$ cat src/rtl/mesh_rt_pkg.sv
package mesh_rt_pkg;

  typedef enum logic [1:0] {
    SGN_ZERO = 2'b00,
    SGN_POS  = 2'b01,
    SGN_NEG  = 2'b10
  } sgn_e;

  function automatic int pow3(input int n);
    int r;
    r = 1;
    for (int i = 0; i < n; i++) r = r * 3;
    return r;
  endfunction

endpackage

$ cat src/rtl/rt_sign_cmp.sv
module rt_sign_cmp #(
  parameter int CW = 4
) (
  input  logic [CW-1:0]      dst,
  input  logic [CW-1:0]      own,
  output mesh_rt_pkg::sgn_e  sgn
);
  import mesh_rt_pkg::*;

  // unsigned compare: no subtraction, so no overflow over the full range
  always_comb begin
    if (dst > own)      sgn = SGN_POS;
    else if (dst < own) sgn = SGN_NEG;
    else                sgn = SGN_ZERO;
  end
endmodule

$ cat src/rtl/rt_index_build.sv
module rt_index_build #(
  parameter int NDIM = 2,
  parameter int IW   = 4
) (
  input  logic [2*NDIM-1:0] sgn_vec,
  output logic [IW-1:0]     idx
);
  // base-3 number, dimension 0 most significant
  always_comb begin
    logic [IW-1:0] acc;
    acc = '0;
    for (int d = 0; d < NDIM; d++) begin
      acc = IW'(acc * IW'(3)) + IW'(sgn_vec[2*d +: 2]);
    end
    idx = acc;
  end
endmodule

$ cat src/rtl/rt_entry_file.sv
module rt_entry_file #(
  parameter int NENT = 9,
  parameter int IW   = 4,
  parameter int PW   = 3
) (
  input  logic          clk,
  input  logic          rst_n,
  input  logic          wr_en,
  input  logic [IW-1:0] wr_addr,
  input  logic [1:0]    wr_mask,
  input  logic [PW-1:0] wr_p0,
  input  logic [PW-1:0] wr_p1,
  input  logic [IW-1:0] rd_idx,
  output logic [1:0]    rd_mask,
  output logic [PW-1:0] rd_p0,
  output logic [PW-1:0] rd_p1
);
  logic [1:0]    mask_q [NENT];
  logic [PW-1:0] p0_q   [NENT];
  logic [PW-1:0] p1_q   [NENT];

  always_ff @(posedge clk or negedge rst_n) begin
    if (!rst_n) begin
      for (int e = 0; e < NENT; e++) begin
        mask_q[e] <= 2'b00;
        p0_q[e]   <= '0;
        p1_q[e]   <= '0;
      end
    end else if (wr_en && (wr_addr < IW'(NENT))) begin
      mask_q[wr_addr] <= wr_mask;
      p0_q[wr_addr]   <= wr_p0;
      p1_q[wr_addr]   <= wr_p1;
    end
  end

  always_comb begin
    rd_mask = 2'b00;
    rd_p0   = '0;
    rd_p1   = '0;
    if (rd_idx < IW'(NENT)) begin
      rd_mask = mask_q[rd_idx];
      rd_p0   = p0_q[rd_idx];
      rd_p1   = p1_q[rd_idx];
    end
  end
endmodule

$ cat src/rtl/mesh_route_table.sv
module mesh_route_table #(
  parameter int NDIM = 2,
  parameter int CW   = 4,
  parameter int PW   = 3,
  localparam int NENT = mesh_rt_pkg::pow3(NDIM),
  localparam int IW   = $clog2(NENT),
  localparam int DW   = NDIM * CW
) (
  input  logic          clk,
  input  logic          rst_n,
  input  logic          cfg_node_we,
  input  logic [DW-1:0] cfg_node_id,
  input  logic          cfg_ent_we,
  input  logic [IW-1:0] cfg_ent_addr,
  input  logic [1:0]    cfg_ent_mask,
  input  logic [PW-1:0] cfg_ent_port0,
  input  logic [PW-1:0] cfg_ent_port1,
  input  logic          req_valid,
  output logic          req_ready,
  input  logic [DW-1:0] req_dest,
  output logic          rsp_valid,
  input  logic          rsp_ready,
  output logic [1:0]    rsp_mask,
  output logic [PW-1:0] rsp_port0,
  output logic [PW-1:0] rsp_port1
);
  logic [DW-1:0]     node_q;
  logic [2*NDIM-1:0] sgn_vec;
  logic [IW-1:0]     tbl_idx;
  logic [1:0]        rd_mask;
  logic [PW-1:0]     rd_p0;
  logic [PW-1:0]     rd_p1;
  logic              rsp_valid_q;
  logic [1:0]        mask_q;
  logic [PW-1:0]     p0_q;
  logic [PW-1:0]     p1_q;
  logic              accept;

  always_ff @(posedge clk or negedge rst_n) begin
    if (!rst_n)           node_q <= '0;
    else if (cfg_node_we) node_q <= cfg_node_id;
  end

  for (genvar d = 0; d < NDIM; d++) begin : g_dim
    mesh_rt_pkg::sgn_e s;
    rt_sign_cmp #(.CW(CW)) u_cmp (
      .dst (req_dest[d*CW +: CW]),
      .own (node_q[d*CW +: CW]),
      .sgn (s)
    );
    assign sgn_vec[2*d +: 2] = s;
  end

  rt_index_build #(.NDIM(NDIM), .IW(IW)) u_idx (
    .sgn_vec (sgn_vec),
    .idx     (tbl_idx)
  );

  rt_entry_file #(.NENT(NENT), .IW(IW), .PW(PW)) u_tbl (
    .clk     (clk),
    .rst_n   (rst_n),
    .wr_en   (cfg_ent_we),
    .wr_addr (cfg_ent_addr),
    .wr_mask (cfg_ent_mask),
    .wr_p0   (cfg_ent_port0),
    .wr_p1   (cfg_ent_port1),
    .rd_idx  (tbl_idx),
    .rd_mask (rd_mask),
    .rd_p0   (rd_p0),
    .rd_p1   (rd_p1)
  );

  assign req_ready = !rsp_valid_q || rsp_ready;
  assign accept    = req_valid && req_ready;

  always_ff @(posedge clk or negedge rst_n) begin
    if (!rst_n) begin
      rsp_valid_q <= 1'b0;
      mask_q      <= 2'b00;
      p0_q        <= '0;
      p1_q        <= '0;
    end else if (accept) begin
      rsp_valid_q <= 1'b1;
      mask_q      <= rd_mask;
      p0_q        <= rd_p0;
      p1_q        <= rd_p1;
    end else if (rsp_ready) begin
      rsp_valid_q <= 1'b0;
    end
  end

  assign rsp_valid = rsp_valid_q;
  assign rsp_mask  = mask_q;
  assign rsp_port0 = p0_q;
  assign rsp_port1 = p1_q;
endmodule

$ cat config.mk
export PLATFORM = sky130hd
export DESIGN_NAME = mesh_route_table
export DESIGN_NICKNAME = d
export VERILOG_FILES = /design/src/rtl/mesh_rt_pkg.sv /design/src/rtl/rt_sign_cmp.sv /design/src/rtl/rt_index_build.sv /design/src/rtl/rt_entry_file.sv /design/src/rtl/mesh_route_table.sv
export SDC_FILE = /design/constraint.sdc
export NUM_CORES = 1
export LEC_CHECK = 0
export BUFFER_PORTS_ARGS = -buffer_cell sky130_fd_sc_hd__buf_4
export CORE_ASPECT_RATIO = 0.5
export CORE_UTILIZATION = 53
export CTS_BUF_LIST = sky130_fd_sc_hd__clkbuf_4 sky130_fd_sc_hd__clkbuf_8 sky130_fd_sc_hd__clkbuf_16
export DETAILED_ROUTE_END_ITERATION = 8
export PLACE_DENSITY = 0.76
export SLEW_MARGIN = 15
export SYNTH_ARGS = -nofsm -noshare
export SYNTH_HDL_FRONTEND = slang
export SYNTH_SLANG_ARGS = --single-unit
$ cat constraint.sdc
create_clock -name clk -period 3 [get_ports clk]
set_input_delay 0.15 -clock clk [delete_from_list [all_inputs] [get_ports clk]]
set_output_delay 0.15 -clock clk [all_outputs]
set_load 0.005 [all_outputs]
### Word-level counts from Yosys, hierarchy flattened

Cells that the tools add are included.

* $add $sub $neg: 1
* multiply operators: 1
* $lt $le $gt $ge: 9
* multiplexer cells: 25
* bitwise gates (word level): 2
* reductions and logical operators: 6

Operators by type and width (count)
* $bwmux W27: 2
* $bmux W3 S4: 2
* $mux W3: 7
* $bwmux W18: 1
* $mux W2: 8
* $demux W3 S4: 1
* $ge A5 B5 Y1 const B: 2
* $not A4 Y5: 2
* $bmux W2 S4: 1
* $demux W2 S4: 1
* $gt A4 B4 Y1: 2
* $lt A4 B4 Y1: 2
* $lt A4 B4 Y1 const B: 2
* $lt A5 B1 Y1 const B: 1
* $add A4 B2 Y4: 1
* $mul A2 B2 Y4 const B: 1
* $logic_and A1 B1 Y1: 3
* $mux W1: 2
* $reduce_bool A2 Y1: 1
* $logic_not A1 Y1: 1
* $logic_or A1 B1 Y1: 1

* register bits: 89
* input bits: 34
* output and inout port bits: 10
* logic and storage cells: 76

### Logic depth before layout (Yosys ltp)

Gate-level depths: netlist of the first run.

* word-level depth: 10
* mapped depth: 16
* mapped depth without buffers: 14

### By module

From an unflattened synthesis of the first run, not the netlist that was laid out.

* cells, all modules: 312
* area, all modules: 4403.0 µm²

By module, submodules not included
* rt_entry_file: instances 1, cells each 234, area each 3403.3 µm², seq. area each 1801.7 µm²
* mesh_route_table: instances 1, cells each 37, area each 680.7 µm², seq. area each 425.4 µm²
* rt_sign_cmp: instances 2, cells each 15, area each 113.9 µm², seq. area each 0.0 µm²
* rt_index_build: instances 1, cells each 11, area each 91.3 µm², seq. area each 0.0 µm²

### Worst setup path before layout of the first run

OpenSTA, ideal clock, no wires.

* path kind: register to register
* start: reg node_q[1]
* end: reg mask_q[0] (netlist: rsp_mask[0])
* setup time: 0.126 ns
* data arrival time: 3.071 ns
* data required time: 2.874 ns
* slack: -0.197 ns
* stages on the path, launching flop included: 17
* path buffers: 2
* period minus slack after synthesis: 3.197 ns
* cells stage by stage: dfrtp_1 -> inv_1 -> ha_1 -> nor2b_1 -> o21a_1 -> o21a_1 -> o21ai_0 -> ha_1 -> ha_1 -> inv_1 -> fa_1 -> buf_4 -> or2_1 -> clkbuf_1 -> o22ai_1 -> nor3_1 -> a221o_1

* longest elaborated chain between the ends: 10
* elaborated cells on any way between the ends: 12
* classes of those cells: add/sub (1); mul (1); order compare (3); mux (6); bitwise (1)

Ends and longest elaborated chain
* from (decl): RTL line mesh_route_table.sv:27 `logic [DW-1:0] node_q;`
* from (signal assigned): RTL line mesh_route_table.sv:41 `else if (cfg_node_we) node_q <= cfg_node_id;`
* $lt A4 B4 Y1: RTL line rt_sign_cmp.sv:13 `else if (dst < own) sgn = SGN_NEG;`
* $mux W2: RTL line rt_sign_cmp.sv:13
* $mux W2 (*): RTL line rt_sign_cmp.sv:12 `if (dst > own) sgn = SGN_POS;`
* $mul A2 B2 Y4 (*): RTL line rt_index_build.sv:13 `acc = IW'(acc * IW'(3)) + IW'(sgn_vec[2*d +: 2]);`
* $add A4 B2 Y4 (*): RTL line rt_index_build.sv:13
* $not A4 Y5 (implied by the code): RTL line rt_entry_file.sv:41 `rd_mask = mask_q[rd_idx];`
* $bmux W2 S4: RTL line rt_entry_file.sv:41
* $mux W2 (implied by the code) (2 in a row): RTL line rt_entry_file.sv:41
* $mux W2 (*): RTL line rt_entry_file.sv:40 `if (rd_idx < IW'(NENT)) begin`
* to (signal assigned): RTL line mesh_route_table.sv:84 `mask_q <= rd_mask;`
* to (decl): RTL line mesh_route_table.sv:34 `logic [1:0] mask_q;`

Every way passes the cells marked *; elsewhere a longest branch is shown, timed or not. The select of a mux whose other input is x is not followed.
A chain may end at the register's enable or synchronous reset.

### Worst setup path after layout of the first run

* start: reg node_q[1]
* end: reg p0_q[0] (netlist: rsp_port0[0])

* longest elaborated chain between the ends: 10
* elaborated cells on any way between the ends: 12
* classes of those cells: add/sub (1); mul (1); order compare (3); mux (6); bitwise (1)

Ends and longest elaborated chain
* $lt A4 B4 Y1: RTL line rt_sign_cmp.sv:13
* $mux W2: RTL line rt_sign_cmp.sv:13
* $mux W2 (*): RTL line rt_sign_cmp.sv:12
* $mul A2 B2 Y4 (*): RTL line rt_index_build.sv:13
* $add A4 B2 Y4 (*): RTL line rt_index_build.sv:13
* $not A4 Y5 (implied by the code): RTL line rt_entry_file.sv:42 `rd_p0 = p0_q[rd_idx];`
* $bmux W3 S4: RTL line rt_entry_file.sv:42
* $mux W3 (implied by the code) (2 in a row): RTL line rt_entry_file.sv:42
* $mux W3 (*): RTL line rt_entry_file.sv:40
* to (signal assigned): RTL line mesh_route_table.sv:85 `p0_q <= rd_p0;`
* to (decl): RTL line mesh_route_table.sv:35 `logic [PW-1:0] p0_q;`

Marked as above.

==> results of run 1 <==
## metrics by stage
stage | utilization, % | power [uW] | hold slack [ps]
finish | 68.10 | 4062 | 11.98
global route | 68.10 | 4251 | 28.12
CTS | 67.74 | 4056 | 8.065
detailed placement | 62.38 | 2808 | 370.4
global placement | 62.38 | 2750 | 356.8
floorplan | - | 2441 | -145.6
## area by class of cell
cell class | instances | share of cell area, %
clock buffer | 9 | 4.369
clock inverter | 7 | 1.529
inverter | 10 | 0.7282
multi-input combinational | 203 | 38.64
sequential | 89 | 43.20
tap | 108 | 2.621
timing repair buffer | 55 | 8.908
## power by group through the flow
stage	logic, uW	clock network [uW]	registers, uW
final	1270	1140	1650
after global routing	1370	1200	1680
after CTS	1250	1160	1650
after detailed placement	1150	0	1660
after global placement	1110	0	1640
after floorplan	833	0	1610
## cells by family (layout without fill, tap and decap cells)
kind of cell    Yosys count  after routing  synth area share [%]
simple gates             49             49                 7.056
fa+ha+maj                12             12                 3.688
buf+inv                  21             81                 3.045
compound gates           37             37                 6.206
mux                     105            105                 27.90
flops                    89             89                 52.11
## flip-flops by register name, summed over array words and instances (netlist names)
name,count
u_tbl.p0_q,27
rsp_port1,3
rsp_valid,1
rsp_mask,2
node_q,8
u_tbl.p1_q,27
u_tbl.mask_q,18
rsp_port0,3
## cell usage after synthesis, drive strengths merged, types with 2 or more instances
library cell	number	area share (%)
nor3b	3	0.79
o21ai	7	0.82
ha	11	3.2
mux2	104	28
o22ai	15	2.2
or2	2	0.29
buf	7	1.8
nor3	8	0.94
nor2b	4	0.59
dfrtp	89	52
nand2b	5	0.73
a221o	8	1.9
inv	10	0.88
nand2	11	1.0
nor4	2	0.64
nor2	3	0.32
clkbuf	4	0.41
o21a	5	0.88
nand3	5	0.70
## worst max-delay path, stage by stage, from the launching register on
cell	delay, ps
dfrtp_1	370
inv_2	70
ha_4	200
nor2b_4	120
o21a_1	170
o21a_1	190
o21ai_1	120
ha_1	240
ha_2	190
inv_2	60
fa_2	490
buf_6	150
or2_4	270
o22ai_1	160
nor3_1	70
a221o_1	260
## repair_timing
| action | 4_1_cts | 5_1_grt |
|---|---|---|
| setup buffers | 4 | 0 |
| resized for setup | 19 | 3 |
| hold endpoints to repair | 0 | 89 |
| endpoints found under the setup margin | 8 | 8 |
| pin swaps | 2 | 3 |
| hold buffers | 0 | 1 |
## worst min-delay path by stage
stage | start | endpoint | slack, ps | cells after the start
finish | cfg_node_id[3] | node_q[3]$_DFFE_PN0P_ | 10 | 3
global route | cfg_node_id[5] | node_q[5]$_DFFE_PN0P_ | 30 | 3
CTS | cfg_node_id[3] | node_q[3]$_DFFE_PN0P_ | 8 | 3
detailed placement | cfg_node_id[3] | node_q[3]$_DFFE_PN0P_ | 370 | 3
global placement | cfg_node_id[7] | node_q[7]$_DFFE_PN0P_ | 360 | 3
floorplan | rst_n | node_q[0]$_DFFE_PN0P_ | -150 | 0
## routing by layer
| layer | up-vias | track usage, % |
|---|---|---|
| met3 | 16 | 8.143 |
| met5 | - | 0 |
| met2 | 86 | 41.82 |
| met1 | 1396 | 31.41 |
| li1 | 1264 | - |
| met4 | 0 | 9.265 |
==> metrics.md, run 1 <==
| Metric | Value |
|---|---|
| Worst-Margin Slew | `roughly 800 ps` |
| HP Class | `primary input to flop` |
| Via/cell ratio | `about 5.7` |
| Clock network fraction of total power | `28.0%` |
| Via count | `approximately 2800` |
| Post-route DRC | `0` |
| Register area share after synthesis | `a little over half` |
| Failing checks | `setup timing` |
| DP Cell Count | `460` |
| First-pass GRT wire length | `roughly 15000 um` |
| Syn Std Cell Area | `between 4000 and 5000 um^2` |
| Clock-pin slew on the worst setup and hold paths | `roughly 60 ps` |
| Synthesized instance count | `roughly 310` |
| Commonest non-fill, non-tap cells in the layout | `mux2_2, dfrtp_1, buf_4` |
| H-tree Lvls | `3` |
| Core area | `about 7600 um^2` |
| Final wirelength | `roughly 9400 um` |
| Slew headroom | `approximately 47%` |
| Fmax | `roughly 0.3 GHz` |
| Worst Path Required | `3230 ps` |
| Reg2reg end | `rsp_port0[0]$_DFFE_PN0P_` |
| Reg power frac | `about two fifths` |
| Setup TNS | `-1783 ps` |
| Flip-flop and latch area | `roughly 2200 um^2` |
| Met2 WL | `between 4000 and 5000 um` |
| Dpl hpwl | `about 6300 um` |
| R2r worst-path depth | `15` |
| Global placer's final weighted congestion | `around 0.82` |
| Filler cells | `about 540` |
| Crit path capture type | `flop` |
| FF-to-FF Start | `node_q[1]$_DFFE_PN0P_` |
| Initial Utilization | `between 50% and 60%` |
| Placed inst area | `roughly 4700 um^2` |
| Most common cell after layout, fill and taps aside | `mux2_2` |
| Part of the cycle the worst path needs | `108.1%` |
| Non-Filler Instances | `just under 500` |
| Vias in the first global route | `2964` |
| Die Span Y | `~66 um` |
| Synth warn | `0` |
| Pre-CTS WS | `-324.3 ps` |
| Critical Path Sink | `rsp_port0[0]$_DFFE_PN0P_` |
| Tmin final | `roughly 3200 ps` |
| EDFF count, synth | `0` |
| Final antenna-violating net count | `0` |
| Tot GR Track Use | `approximately 25%` |
| Initial antenna violation count | `0` |
| Setup CP Type | `flop to flop` |
| Setup Skew | `approximately 7.3 ps` |
| Pint | `approximately 2900 uW` |
| Syn_nets | `359` |
| Final Slew Violations | `0` |
| First-pass iteration count of the detailed router | `4` |
| Net Sw Power | `around 1200 uW` |
| Clk_lat worst skew | `roughly 350 ps` |
| PwrDens | `just under 800 nW/um^2` |
| Wirelength per Cell | `roughly 20 um` |
| Worst EP arrival | `about 3500 ps` |
| IO Pins | `44` |
| #FFs+latches synth | `89` |
| Outcome | `complete, but fails checks` |
| Pleak | `around 0.0023 uW` |
| CTS root buf | `clkbuf_16` |
| Met1 Wirelength | `between 4000 and 5000 um` |
| Reg2Reg Setup Slack | `-240 ps` |
| Post-synthesis average cell area | `13.66 um^2` |
| Post-synth ARST share | `between 90% and 100%` |
| Top Metal Used | `met4` |
| Max IR drop VDD | `0.4109 mV` |
| Clock sink count | `about 90` |
| Diode count | `0` |
| I/O Buffers | `43` |
| CP Launch Type | `flop` |
| Commonest register cell after synthesis | `dfrtp_1` |
| # nets final | `414` |
| CP startpoint | `node_q[1]$_DFFE_PN0P_` |
| Multi-input gate area | `between 1500 and 2000 um^2` |
| Largest net degree at the start of global routing | `90` |
| Synth unique cells | `between 40 and 50` |
| Die area | `8450 um^2` |
| Die width | `129 um` |
| Combinational share of power | `around a third` |
| Met3 wire length | `approximately 580 um` |
| Syn-to-layout area delta | `20.61%` |
| Initial DRC count | `about 120` |
| Final setup vio count | `8` |
| PnR worst setup slack | `-243.3 ps` |
| Layout cell share with drive strength beyond 1 | `around half` |
| Grt ovf | `0` |
| Final Hold Viols | `0` |
| Sw frac | `29.38%` |
| Max cap viols | `0` |
| TritonCTS clock tree | `built` |
| Design Area, Final | `between 5000 and 6000 um^2` |
| Core Rows | `22` |
| RSZ-0062 raised after global routing | `true` |
| CTS Buffer Depth | `2` |
| Largest fanout on the critical path | `7` |
| CTS buffer count | `9` |
Power figures use the tool's default switching activity.
==> inputs of run 2 (changes only) <==
--- a/config.mk
+++ b/config.mk
@@ -15,3 +15,4 @@
 export SYNTH_ARGS = -nofsm -noshare
 export SYNTH_HDL_FRONTEND = slang
 export SYNTH_SLANG_ARGS = --single-unit
+export TNS_END_PERCENT = 10
==> run 2 against run 1 <==
Against the previous run: the flow still finishes with violations (setup timing); worst hold slack gained 12 ps; critical path depth is the same; clock skew shrank 3.6 ps; via count grew 1.7%; total power grew 2.1%; global-route usage grew 0.22 points; highest routed layer unchanged; maximum frequency shrank 2.9%; wire length grew 3.7%; non-clock buffer count grew 4; worst setup slack lost 97 ps; sequential power is essentially flat; clock power grew 8%.
==> metrics.md, run 2 (same netlist as run 1, synthesis figures left out) <==
| Metric | Value |
|---|---|
| Outcome | `complete, but fails checks (unchanged)` |
| Failing checks | `setup timing (unchanged)` |
| Pre-CTS WS | `-366.9 ps (was -324.3 ps)` |
| Part of the cycle the worst path needs | `111.4% (was 108.1%)` |
| Top flop regs | `u_tbl.p0_q x27, u_tbl.p1_q x27, u_tbl.mask_q x18 (unchanged)` |
| Final Slew Violations | `0 (unchanged)` |
| PwrDens | `800.4 nW/um^2 (was 787.9 nW/um^2)` |
| Wirelength per Cell | `20.15 um (was 19.58 um)` |
| Commonest non-fill, non-tap cells in the layout | `mux2_2, dfrtp_1, buf_4 (unchanged)` |
| Die area | `8450 um^2 (unchanged)` |
| TritonCTS clock tree | `built (unchanged)` |
| Vias in the first global route | `2944 (was 2964)` |
| Most common cell after layout, fill and taps aside | `mux2_2 (unchanged)` |
| H-tree Lvls | `3 (unchanged)` |
| Final setup vio count | `8 (unchanged)` |
| Worst-Margin Slew | `681.9 ps (was 801.5 ps)` |
| Largest fanout on the critical path | `6 (was 7)` |
| Initial antenna violation count | `0 (unchanged)` |
| Final antenna-violating net count | `0 (unchanged)` |
| CTS root buf | `clkbuf_16 (unchanged)` |
| Tmin final | `3341 ps (was 3243 ps)` |
| Max IR drop VDD | `0.3827 mV (was 0.4109 mV)` |
| Worst Path Required | `3220 ps (was 3230 ps)` |
| PnR worst setup slack | `-340.7 ps (was -243.3 ps)` |
| Initial Utilization | `56.46% (unchanged)` |
| Initial DRC count | `291 (was 116)` |
| Core Rows | `22 (unchanged)` |
| Via count | `2810 (was 2762)` |
| Dpl hpwl | `6322 um (was 6304 um)` |
| Via/cell ratio | `5.794 (was 5.742)` |
| Syn-to-layout area delta | `21.22% (was 20.61%)` |
| IO Pins | `44 (unchanged)` |
| Grt ovf | `0 (unchanged)` |
| CP Launch Type | `flop (unchanged)` |
| RSZ-0062 raised after global routing | `true (unchanged)` |
| Flip-flop and latch area | `2227 um^2 (unchanged)` |
| Setup CP Type | `flop to flop (unchanged)` |
| Layout cell share with drive strength beyond 1 | `50.40% (was 50.13%)` |
| Multi-input gate area | `1982 um^2 (was 1992 um^2)` |
| Diode count | `0 (unchanged)` |
| HP Class | `primary input to flop (unchanged)` |
| First-pass iteration count of the detailed router | `4 (unchanged)` |
| DP Cell Count | `464 (was 460)` |
| Clk_lat worst skew | `340 ps (was 350 ps)` |
| Clock sink count | `89 (unchanged)` |
| Tot GR Track Use | `25.51% (was 25.29%)` |
| Core area | `7570 um^2 (unchanged)` |
| Max cap viols | `0 (unchanged)` |
| CTS buffer count | `9 (unchanged)` |
| CTS Buffer Depth | `2 (unchanged)` |
| Filler cells | `538 (was 535)` |
| Die width | `129 um (unchanged)` |
| Final wirelength | `9772 um (was 9419 um)` |
| Pleak | `0.002349 uW (was 0.002318 uW)` |
| Fmax | `0.2993 GHz (was 0.3083 GHz)` |
| Setup Skew | `3.673 ps (was 7.268 ps)` |
| First-pass GRT wire length | `15360 um (was 15370 um)` |
| Post-route DRC | `0 (unchanged)` |
| # nets final | `418 (was 414)` |
| Final Hold Viols | `0 (unchanged)` |
| Non-Filler Instances | `485 (was 481)` |
| Crit path capture type | `flop (unchanged)` |
| Worst EP arrival | `3560 ps (was 3470 ps)` |
| I/O Buffers | `43 (unchanged)` |
| Clock-pin slew on the worst setup and hold paths | `60 ps (about the same)` |
| Die Span Y | `65.50 um (unchanged)` |
| Largest net degree at the start of global routing | `41 (was 90)` |
| Slew headroom | `54.49% (was 46.57%)` |
| Global placer's final weighted congestion | `0.8034 (was 0.8186)` |
## run 2: cell count changes in the layout (fill, tap and decap cells not counted), moves of 2 or more
cell	previous run	this run
buf_6	5	3
ha_1	8	10
o22ai_2	4	6
o22ai_1	11	9
clkbuf_8	0	2
buf_4	47	54
## run 2: area by class of cell
type,count,share of cell area (%)
clock inverters,5,1.497
multi-input cells,203,38.25
repair buffers,59,9.056
inverters,10,0.7245
clock buffers,11,4.878
well taps,108,2.608
flip-flops and latches,89,42.98
## run 2: timing repair
item / in CTS / in global routing
setup endpoints to repair: 8 / 8
setup buffers: 2 / 2
hold buffers: 1 / 0
hold endpoints to repair: 38 / 0
pin swaps: 1 / 8
gates cloned: 0 / 0
resized for setup: 5 / 17
## run 2: report_power, final
group          switching [uW]  total (uW)  internal (uW)  leakage [uW]
Combinational             553        1280            722       0.00109
Sequential                155        1640           1490       0.00109
Clock                     458        1230            772      0.000162
## run 2: per-layer routing
layer	share of wire, %	track usage (%)
met5	0	0
met3	4.8	7.655
met2	49	39.59
met4	0.87	8.235
met1	46	34.56
## run 2: path summary, 6_finish.rpt
check	end	startpoint	slack (ps)	cells past startpoint
min in group asynchronous	node_q[4]$_DFFE_PN0P_	rst_n	320	2
hold / removal	node_q[7]$_DFFE_PN0P_	cfg_node_id[7]	20	3
setup reg to reg	rsp_port1[0]$_DFFE_PN0P_	node_q[1]$_DFFE_PN0P_	-340	15
max in group asynchronous	u_tbl.p1_q[8]$_DFFE_PN0P_	rst_n	1930	3
setup / recovery	rsp_port1[0]$_DFFE_PN0P_	node_q[1]$_DFFE_PN0P_	-340	15
hold reg to reg	u_tbl.p0_q[22]$_DFFE_PN0P_	u_tbl.p0_q[22]$_DFFE_PN0P_	510	1
## run 2: critical path, stage by stage, from the launching register on
cell and delay [ps]:
dfrtp_1 340, inv_2 40, ha_1 270, nor2b_1 130, o21a_1 150, o21a_1 200
o21ai_1 150, ha_1 250, ha_2 170, inv_2 50, fa_2 500, buf_6 170
buf_4 130, a2111oi_2 310, nor4_1 90, a221o_1 260
## run 2: through the flow
stage / util, % / hold slack (ps) / instance area [um^2] / setup TNS [ps] / power, uW
after floorplan: - / -145.6 / 4279 / -794.3 / 2438
after global placement: 62.55 / 145.4 / 4735 / -1920 / 2730
after detailed placement: 62.55 / 161.8 / 4735 / -2765 / 2795
after CTS: 67.45 / 19.73 / 5106 / -1787 / 4056
after global routing: 68.45 / 31.59 / 5181 / -3246 / 4344
final: 68.45 / 24.17 / 5181 / -1924 / 4147
==> inputs of run 3 (changes only) <==
--- a/config.mk
+++ b/config.mk
@@ -10,7 +10,7 @@
 export CORE_UTILIZATION = 53
 export CTS_BUF_LIST = sky130_fd_sc_hd__clkbuf_4 sky130_fd_sc_hd__clkbuf_8 sky130_fd_sc_hd__clkbuf_16
 export DETAILED_ROUTE_END_ITERATION = 8
-export PLACE_DENSITY = 0.76
+export PLACE_DENSITY_LB_ADDON = 0.08
 export SLEW_MARGIN = 15
 export SYNTH_ARGS = -nofsm -noshare
 export SYNTH_HDL_FRONTEND = slang
==> run 3 against run 2 <==
Against the previous run: clock power shrank 15%; highest routed layer unchanged; wire length decreased by 5.2%; the flow still finishes with violations (setup timing); register-to-register slack better by 150 ps; sequential power barely moved; first-iteration DRC count is 75% lower; sequential share of layout area increased by 0.29 points; clock-buffer cell count up 3; design area decreased by 0.68%; core utilization down 0.46 points; largest cell class unchanged.
==> metrics.md, run 3 (same netlist as run 1, synthesis figures left out) <==
| Metric | Value |
|---|---|
| Most common cell after layout, fill and taps aside | `mux2_2 (unchanged)` |
| Final antenna-violating net count | `0 (unchanged)` |
| Worst-Margin Slew | `809.4 ps (was 681.9 ps)` |
| Setup Skew | `5.137 ps (was 3.673 ps)` |
| First-pass GRT wire length | `14910 um (was 15360 um)` |
| Crit path capture type | `flop (unchanged)` |
| # nets final | `414 (was 418)` |
| Worst Hold End | `node_q[6]$_DFFE_PN0P_ (was node_q[7]$_DFFE_PN0P_)` |
| Dpl hpwl | `5902 um (was 6322 um)` |
| Final Hold Viols | `0 (unchanged)` |
| Fmax | `0.3134 GHz (was 0.2993 GHz)` |
| TritonCTS clock tree | `built (unchanged)` |
| Failing checks | `setup timing (unchanged)` |
| Core Rows | `22 (unchanged)` |
| Layout cell share with drive strength beyond 1 | `50.67% (was 50.40%)` |
| Wirelength per Cell | `19.33 um (was 20.15 um)` |
| CTS buffer count | `9 (unchanged)` |
| Clock sink count | `89 (unchanged)` |
| Initial DRC count | `74 (was 291)` |
| Max cap viols | `0 (unchanged)` |
| Worst EP arrival | `3420 ps (was 3560 ps)` |
| FF-to-FF Start | `node_q[1]$_DFFE_PN0P_ (unchanged)` |
| CTS root buf | `clkbuf_16 (unchanged)` |
| HP Class | `primary input to flop (unchanged)` |
| Reg2reg end | `rsp_port0[0]$_DFFE_PN0P_ (was rsp_port1[0]$_DFFE_PN0P_)` |
| Worst Path Required | `3230 ps (was 3220 ps)` |
| Tot GR Track Use | `24.69% (was 25.51%)` |
| PnR worst setup slack | `-191.3 ps (was -340.7 ps)` |
| Largest net degree at the start of global routing | `90 (was 41)` |
| Hold Path Stages | `3 (unchanged)` |
| Fin Hold WS | `26.88 ps (was 24.17 ps)` |
| Via/cell ratio | `5.587 (was 5.794)` |
| PwrDens | `766.1 nW/um^2 (was 800.4 nW/um^2)` |
| Global placer's final weighted congestion | `0.7340 (was 0.8034)` |
| Setup CP Type | `flop to flop (unchanged)` |
| Slew headroom | `46.04% (was 54.49%)` |
| Vias in the first global route | `2823 (was 2944)` |
| IO Pins | `44 (unchanged)` |
| Grt ovf | `0 (unchanged)` |
| Outcome | `complete, but fails checks (unchanged)` |
| CTS Buffer Depth | `2 (unchanged)` |
| Post-route DRC | `0 (unchanged)` |
| R2r worst-path depth | `15 (unchanged)` |
| Via count | `2676 (was 2810)` |
| Largest fanout on the critical path | `7 (was 6)` |
| Clock-pin slew on the worst setup and hold paths | `60 ps (about the same)` |
| Diode count | `0 (unchanged)` |
| Pleak | `0.002313 uW (was 0.002349 uW)` |
| Syn-to-layout area delta | `20.40% (was 21.22%)` |
| I/O Buffers | `43 (unchanged)` |
| Die area | `8450 um^2 (unchanged)` |
| Top flop regs | `u_tbl.p0_q x27, u_tbl.p1_q x27, u_tbl.mask_q x18 (unchanged)` |
| Pre-CTS WS | `-332.1 ps (was -366.9 ps)` |
| Core area | `7570 um^2 (unchanged)` |
| Die Span Y | `65.50 um (unchanged)` |
| Final setup vio count | `8 (unchanged)` |
| Initial antenna violation count | `0 (unchanged)` |
| RSZ-0062 raised after global routing | `true (unchanged)` |
| Filler cells | `565 (was 538)` |
| Commonest non-fill, non-tap cells in the layout | `mux2_2, dfrtp_1, buf_4 (unchanged)` |
| Min-delay src | `cfg_node_id[6] (was cfg_node_id[7])` |
| Final Slew Violations | `0 (unchanged)` |
| Clk_lat worst skew | `340 ps (about the same)` |
| First-pass iteration count of the detailed router | `4 (unchanged)` |
| Max IR drop VDD | `0.3833 mV (was 0.3827 mV)` |
| Final wirelength | `9259 um (was 9772 um)` |
| Initial Utilization | `56.46% (unchanged)` |
| Reg2Reg Setup Slack | `-190 ps (was -340 ps)` |
| Tmin final | `3191 ps (was 3341 ps)` |
| Part of the cycle the worst path needs | `106.4% (was 111.4%)` |
| H-tree Lvls | `3 (unchanged)` |
| CP Launch Type | `flop (unchanged)` |
| Die width | `129 um (unchanged)` |
run 3: cell types whose count changed in the layout (fill, tap and decap cells not counted), sizes merged:
cell	delta
buf	-4
clkbuf	+3
bufinv	-2
clkinv	-2
clkinvlp	-1
run 3: worst max path at each step:
stage	from	endpoint	slack, ps	depth (start not counted)
2_1_floorplan	node_q[1]$_DFFE_PN0P_	rsp_port0[0]$_DFFE_PN0P_	-130	16
3_3_place_gp	node_q[1]$_DFFE_PN0P_	rsp_mask[1]$_DFFE_PN0P_	-250	14
3_5_place_dp	node_q[1]$_DFFE_PN0P_	rsp_port0[2]$_DFFE_PN0P_	-330	14
4_1_cts	node_q[1]$_DFFE_PN0P_	rsp_port0[2]$_DFFE_PN0P_	-210	15
5_1_grt	node_q[5]$_DFFE_PN0P_	rsp_port0[0]$_DFFE_PN0P_	-320	15
6_report	node_q[1]$_DFFE_PN0P_	rsp_port0[0]$_DFFE_PN0P_	-190	15
run 3: what timing repair did:
| item | CTS | global route |
|---|---|---|
| endpoints found under the setup margin | 8 | 8 |
| hold buffers | 0 | 1 |
| resized for setup | 20 | 6 |
| buffers inserted | 4 | 1 |
| pin swaps | 9 | 7 |
| hold endpoints to repair | 0 | 89 |
run 3: per-stage QoR:
stage / std cells / area (um^2) / power (uW) / TNS, ps / utilization [%]
final: 479 / 5146 / 3943 / -1354 / 67.98
after global routing: 479 / 5146 / 4138 / -2328 / 67.98
after CTS: 477 / 5092 / 3942 / -1415 / 67.27
after detailed placement: 459 / 4710 / 2783 / -2485 / 62.21
after global placement: 459 / 4710 / 2736 / -1926 / 62.21
after floorplan: 313 / 4279 / 2438 / -794.3 / -
run 3: layer usage:
metal | share of wire [%] | global-route usage (%) | up-vias
li1 | - | - | 1259
met1 | 48 | 32.13 | 1345
met2 | 46 | 40.81 | 63
met3 | 5.0 | 6.352 | 9
met4 | 0.82 | 7.941 | 0
met5 | 0 | 0 | -
run 3: where the power goes:
group,internal (uW),switching [uW]
clock network,625,418
logic,724,539
registers,1490,150
run 3: area by class of cell:
type	count	area, um^2	share of cell area [%]
clock buffer	14	275.3	5.349
inverter	10	37.54	0.7294
multi-input combinational	203	2019	39.24
sequential	89	2227	43.28
tap	108	135.1	2.626
timing repair buffer	55	451.7	8.777
run 3: worst max-delay path: stages, from the launching register on:
cell and delay (ps):
dfrtp_1 370, inv_2 70, ha_4 190, nor2b_1 120, o21a_1 160, o21a_1 180, o21ba_2 200, ha_2 180
ha_2 180, inv_2 50, fa_2 440, buf_6 150, or2_4 310, o22ai_4 190, nor3_2 60, a221o_1 250
